**src/rtl/pcs_lane_steer_pkg.sv**
```systemverilog
package pcs_lane_steer_pkg;

    // Mode controller states: two run states and two one-cycle settle states
    typedef enum logic [1:0] {
        ST_WIDE      = 2'd0,
        ST_NARROW    = 2'd1,
        ST_TO_WIDE   = 2'd2,
        ST_TO_NARROW = 2'd3
    } steer_state_e;

endpackage

```
**src/rtl/pcs_mode_fsm.sv**
```systemverilog
module pcs_mode_fsm
    import pcs_lane_steer_pkg::*;
(
    input  logic clk,
    input  logic rst_n,
    input  logic mode_narrow_i,
    output logic run_o,
    output logic narrow_o
);

    steer_state_e state_q;
    steer_state_e state_d;

    always_ff @(posedge clk or negedge rst_n) begin
        if (!rst_n) begin
            state_q <= ST_WIDE;
        end else begin
            state_q <= state_d;
        end
    end

    // Next state: a request that differs from the active mode always costs one settle cycle
    always_comb begin
        state_d = state_q;
        unique case (state_q)
            ST_WIDE:      state_d = mode_narrow_i ? ST_TO_NARROW : ST_WIDE;
            ST_NARROW:    state_d = mode_narrow_i ? ST_NARROW    : ST_TO_WIDE;
            ST_TO_NARROW: state_d = mode_narrow_i ? ST_NARROW    : ST_TO_WIDE;
            ST_TO_WIDE:   state_d = mode_narrow_i ? ST_TO_NARROW : ST_WIDE;
        endcase
    end

    // Outputs decoded from the state register alone
    always_comb begin
        run_o    = 1'b0;
        narrow_o = 1'b0;
        unique case (state_q)
            ST_WIDE: begin
                run_o    = 1'b1;
            end
            ST_NARROW: begin
                run_o    = 1'b1;
                narrow_o = 1'b1;
            end
            ST_TO_WIDE: begin
                run_o    = 1'b0;
            end
            ST_TO_NARROW: begin
                narrow_o = 1'b1;
            end
        endcase
    end

endmodule

```
**src/rtl/pcs_tx_pack.sv**
```systemverilog
module pcs_tx_pack #(
    parameter int LANE_W = 16,
    parameter int LANES  = 5,
    localparam int WORD_W = LANE_W * LANES
) (
    input  logic              clk,
    input  logic              rst_n,
    input  logic [LANES-1:0]  lane_en_i,
    input  logic [WORD_W-1:0] lanes_i,
    output logic [WORD_W-1:0] word_o
);

    logic [LANE_W-1:0] slot_q [LANES];

    for (genvar l = 0; l < LANES; l++) begin : g_slot
        // A disabled slot is forced to zero, which also blanks the unused high part in narrow mode
        always_ff @(posedge clk or negedge rst_n) begin
            if (!rst_n) begin
                slot_q[l] <= '0;
            end else begin
                slot_q[l] <= lane_en_i[l] ? lanes_i[l*LANE_W +: LANE_W] : '0;
            end
        end
        assign word_o[l*LANE_W +: LANE_W] = slot_q[l];
    end

endmodule

```
**src/rtl/pcs_rx_unpack.sv**
```systemverilog
module pcs_rx_unpack #(
    parameter int LANE_W = 16,
    parameter int LANES  = 5,
    localparam int WORD_W = LANE_W * LANES
) (
    input  logic              clk,
    input  logic              rst_n,
    input  logic [WORD_W-1:0] word_i,
    input  logic [LANES-1:0]  lane_en_i,
    output logic [WORD_W-1:0] lanes_o
);

    logic [WORD_W-1:0] word_q;
    logic [LANE_W-1:0] lane_q [LANES];

    // First stage: register the SerDes word as received
    always_ff @(posedge clk or negedge rst_n) begin
        if (!rst_n) begin
            word_q <= '0;
        end else begin
            word_q <= word_i;
        end
    end

    // Second stage: fan the registered word out to the enabled lanes
    for (genvar l = 0; l < LANES; l++) begin : g_lane
        always_ff @(posedge clk or negedge rst_n) begin
            if (!rst_n) begin
                lane_q[l] <= '0;
            end else begin
                lane_q[l] <= lane_en_i[l] ? word_q[l*LANE_W +: LANE_W] : '0;
            end
        end
        assign lanes_o[l*LANE_W +: LANE_W] = lane_q[l];
    end

endmodule

```
**src/rtl/pcs_lane_steer.sv**
```systemverilog
module pcs_lane_steer #(
    parameter int NUM_IFC      = 4,
    parameter int LANE_W       = 16,
    parameter int LANES_WIDE   = 5,
    parameter int LANES_NARROW = 2,
    localparam int WORD_W = LANE_W * LANES_WIDE,
    localparam int BUS_W  = NUM_IFC * WORD_W
) (
    input  logic                  clk,
    input  logic                  rst_n,
    input  logic                  mode_narrow_i,
    input  logic [BUS_W-1:0]      tx_lane_data_i,
    input  logic                  tx_lane_valid_i,
    output logic [BUS_W-1:0]      tx_word_o,
    output logic                  tx_word_valid_o,
    input  logic [BUS_W-1:0]      rx_word_i,
    input  logic                  rx_word_valid_i,
    output logic [BUS_W-1:0]      rx_lane_data_o,
    output logic [LANES_WIDE-1:0] rx_lane_valid_o
);

    logic                  fsm_run;
    logic                  fsm_narrow;
    logic [LANES_WIDE-1:0] tx_lane_en;
    logic [LANES_WIDE-1:0] rx_lane_en;
    logic                  tx_valid_q;
    logic                  rx_cap_vld_q;
    logic                  rx_cap_narrow_q;
    logic [LANES_WIDE-1:0] rx_valid_q;

    pcs_mode_fsm u_fsm (
        .clk          (clk),
        .rst_n        (rst_n),
        .mode_narrow_i(mode_narrow_i),
        .run_o        (fsm_run),
        .narrow_o     (fsm_narrow)
    );

    // Lane enables: transmit from the live mode, receive from the mode captured with the word
    always_comb begin
        for (int l = 0; l < LANES_WIDE; l++) begin
            tx_lane_en[l] = fsm_run && tx_lane_valid_i && (!fsm_narrow || (l < LANES_NARROW));
            rx_lane_en[l] = rx_cap_vld_q && (!rx_cap_narrow_q || (l < LANES_NARROW));
        end
    end

    always_ff @(posedge clk or negedge rst_n) begin
        if (!rst_n) begin
            tx_valid_q      <= 1'b0;
            rx_cap_vld_q    <= 1'b0;
            rx_cap_narrow_q <= 1'b0;
            rx_valid_q      <= '0;
        end else begin
            tx_valid_q      <= fsm_run && tx_lane_valid_i;
            rx_cap_vld_q    <= fsm_run && rx_word_valid_i;
            rx_cap_narrow_q <= fsm_narrow;
            rx_valid_q      <= rx_lane_en;
        end
    end

    assign tx_word_valid_o = tx_valid_q;
    assign rx_lane_valid_o = rx_valid_q;

    for (genvar i = 0; i < NUM_IFC; i++) begin : g_ifc
        pcs_tx_pack #(
            .LANE_W(LANE_W),
            .LANES (LANES_WIDE)
        ) u_tx (
            .clk      (clk),
            .rst_n    (rst_n),
            .lane_en_i(tx_lane_en),
            .lanes_i  (tx_lane_data_i[i*WORD_W +: WORD_W]),
            .word_o   (tx_word_o[i*WORD_W +: WORD_W])
        );

        pcs_rx_unpack #(
            .LANE_W(LANE_W),
            .LANES (LANES_WIDE)
        ) u_rx (
            .clk      (clk),
            .rst_n    (rst_n),
            .word_i   (rx_word_i[i*WORD_W +: WORD_W]),
            .lane_en_i(rx_lane_en),
            .lanes_o  (rx_lane_data_o[i*WORD_W +: WORD_W])
        );
    end

endmodule

```
**config.mk**
```make
export PLATFORM = sky130hd
export DESIGN_NAME = pcs_lane_steer
export DESIGN_NICKNAME = d
export VERILOG_FILES = /design/src/rtl/pcs_lane_steer_pkg.sv /design/src/rtl/pcs_mode_fsm.sv /design/src/rtl/pcs_tx_pack.sv /design/src/rtl/pcs_rx_unpack.sv /design/src/rtl/pcs_lane_steer.sv
export SDC_FILE = /design/constraint.sdc
export NUM_CORES = 1
export LEC_CHECK = 0
export CAP_MARGIN = 20
export CORE_AREA = 8 8 495 497
export DETAILED_ROUTE_END_ITERATION = 6
export DIE_AREA = 0 0 503 505
export PLACE_DENSITY_LB_ADDON = 0.08
export SLEW_MARGIN = 30
export SYNTH_ARGS = -nofsm -noshare
export SYNTH_HDL_FRONTEND = slang
export SYNTH_SLANG_ARGS = --single-unit
export TNS_END_PERCENT = 50
```
**constraint.sdc**
```tcl
create_clock -name clk -period 1.04 [get_ports clk]
set_input_delay 0.208 -clock clk [delete_from_list [all_inputs] [get_ports clk]]
set_output_delay 0.208 -clock clk [all_outputs]
set_load 0.005 [all_outputs]
```
==> results.md <==
* H-tree lvl count at 4
* CP Launch Type: flop
* Initial Utilization at 13.1%
* Drt pass-1 iters at 4
* CP arrival at 1.36 ns
* Final Util at 24.6%
* Worst hold path class: primary input to flop
* Final hold violations at 0
* Max Fanout on Critical Path at 1
* Leakage at 27.6 nW
* Final Net Count at 4360
* Yosys warns at 0
* Layout Skew at 0.0585 ns
* Area growth syn-to-layout at 88.4%
* Final setup violating endpoints at 1281
* Die area at 254000 um2
* IO Count at 1291
* Root Driver: clkbuf_16
* Total GRT Usage at 12.9%
* Placed Area at 49400 um2
* Max_cap viols at 0
* Final TNS setup at -377.88 ns
* Area leader, netlist: dfrtp_1
* Status: finished, violations left
* Antenna-violating nets left at 0
* Post-CTS Setup Inserts at 0
* Fmax at 638 MHz
* Synth area leaders: dfrtp_1, and3b_1, and4bb_2, and2_1, buf_2
* Detailed placer's ending HPWL at 133 mm
* Cell Chain, Critical Path: buf_12
* Worst EP required at 0.83 ns
* Vias in the first global route at 26000
* CTS Buf Count at 131
* Die W at 503 um
* CTS tree: built
* Detailed-route via count at 22700
* Slowest CP cell: dfrtp_1
* Capturing element type of the critical path: primary output
* Crit path largest cell delay at 0.43 ns
* Num rows at 179
* Power Density at 1640 nW/um2
* Peak VDD IR at 1.02 mV
* Die Ht at 505 um
* Clk_lat worst skew at 0.77 ns
* WP buf/inv at 1
* Failing checks: negative setup slack
* CP top delay family: flip-flops
* Placer Congestion at 0.731
* Layout fillers at 25100
* RSZ-0062 raised after global routing: true
* Headroom to the max-slew limit at 66.8%
* Syn_area_per_cell at 17.6 um2
* Gr ovfl total at 0
* Iter 0 DRT Violations at 656
* Pin count of the biggest net entering global routing at 54
* Drc violations at 0
* Post-synth cell types at 13
* Avg WL per Cell at 24.0 um
* Clk slew on worst S/H paths at 0.06 ns
* CTS Sinks at 967
* Worst slack, placed at -0.345 ns
* Final worst slack at -0.527 ns
* Tmin final at 1.57 ns
* CP Class: flop to primary output
* Wire length of the first global-routing pass at 229 mm
* Most common cell after layout, fill and taps aside: dfrtp_1
* Most frequent cells in the layout: dfrtp_1, clkdlybuf4s50_1, dlygate4sd3_1
* WL final at 169 mm
* Max clock buf depth at 3
* Final Cell Area at 58300 um2
* Core box area at 237000 um2
* Initial antenna violation count at 109
* Number of slew-limit violations in the final report at 0
* Syn nets at 2407
* Worst-margin pin slew at 0.498 ns
* Buffers on Ports at 1290
* Layout cells sized above 1 at 30.8%
* Vias per inst at 3.23
* Total Power Consumption at 0.0958 W
* Final critical-path share of the clock period at 151%
* Seq cells post-synth at 967
* Synth Cell Area at 30900 um2
* Synthesized instance count at 1762
* Post-synthesis sequential area ratio at 78.2%
* Yosys top cell area share at 78.2%
==> registers in the layout (all words and copies together) (netlist names) <==
register            flops
rx_cap_vld_q            1
tx_word_valid_o         1
u_fsm.state_q           2
rx_cap_narrow_q         1
rx_lane_valid_o         2
g_ifc.u_rx.word_q     320
g_ifc.u_tx.word_o     320
g_ifc.u_rx.lanes_o    320
==> path summary, 6_finish.rpt <==
path | endpoint | depth (start not counted) | slack, ns | start
worst max-delay path | tx_word_o[51] | 1 | -0.53 | g_ifc[0].u_tx.word_o[51]$_DFF_PN0_
worst min-delay path | g_ifc[2].u_tx.word_o[16]$_DFF_PN0_ | 2 | 0.1 | tx_lane_data_i[176]
worst max register to register | g_ifc[0].u_tx.word_o[54]$_DFF_PN0_ | 3 | -0.34 | u_fsm.state_q[1]$_DFF_PN0_
worst min register to register | g_ifc[0].u_rx.lanes_o[22]$_DFF_PN0_ | 1 | 0.43 | g_ifc[0].u_rx.word_q[22]$_DFF_PN0_
max in group asynchronous | g_ifc[1].u_rx.word_q[0]$_DFF_PN0_ | 4 | 0.12 | rst_n
min in group asynchronous | g_ifc[0].u_rx.lanes_o[79]$_DFF_PN0_ | 4 | 0.26 | rst_n
==> layer usage <==
metal,track usage [%],share of wire [%]
met1,14.3,38
met2,21.3,47
met3,6.57,12
met4,4.28,3.1
met5,0,0.30
==> logic make-up after synthesis <==
family,count (synthesis),synth area share [%]
AND/OR/NAND/NOR,643,19.4
flip-flops,967,78.2
buffers and inverters,151,2.34
XOR/XNOR,1,0.0283
==> power by group <==
group / leakage, nW / internal, W / total [W] / switching, W
Clock: 2.11 / 0.0261 / 0.0447 / 0.0186
Sequential: 12.5 / 0.0393 / 0.0399 / 0.000646
Combinational: 13.0 / 0.00664 / 0.0112 / 0.00455
==> through the flow <==
| step | std cells | hold slack (ns) |
|---|---|---|
| after floorplan | 1762 | -0.0876 |
| after global placement | 6217 | 0.182 |
| after detailed placement | 6217 | 0.179 |
| after CTS | 6974 | 0.0000916 |
| after global routing | 7008 | 0.0342 |
| final | 7030 | 0.0981 |
==> Yosys cell counts, drive strengths merged <==
master,instances
and4bb,177
clkbuf,42
buf,109
dfrtp,967
nor4bb,15
and3b,320
nor2b,3
and2,128
xor2,1
==> timing repair <==
action,CTS,global route
gates resized for setup,2926,43
endpoints found under the setup margin,1282,1283
cloned,0,0
hold endpoints to repair,1523,0
hold buffers,534,0
==> area by class of cell <==
| cell class | instances | area (um2) | share of cell area, % |
|---|---|---|---|
| antenna | 56 | 140 | 0.241 |
| clock buffer | 186 | 3780 | 6.48 |
| clock inverter | 39 | 514 | 0.883 |
| multi-input combinational | 644 | 6010 | 10.3 |
| sequential | 967 | 24200 | 41.6 |
| tap | 3167 | 3960 | 6.80 |
| timing repair buffer | 1971 | 19600 | 33.7 |
Note: power is estimated with default switching activity, not from simulation.
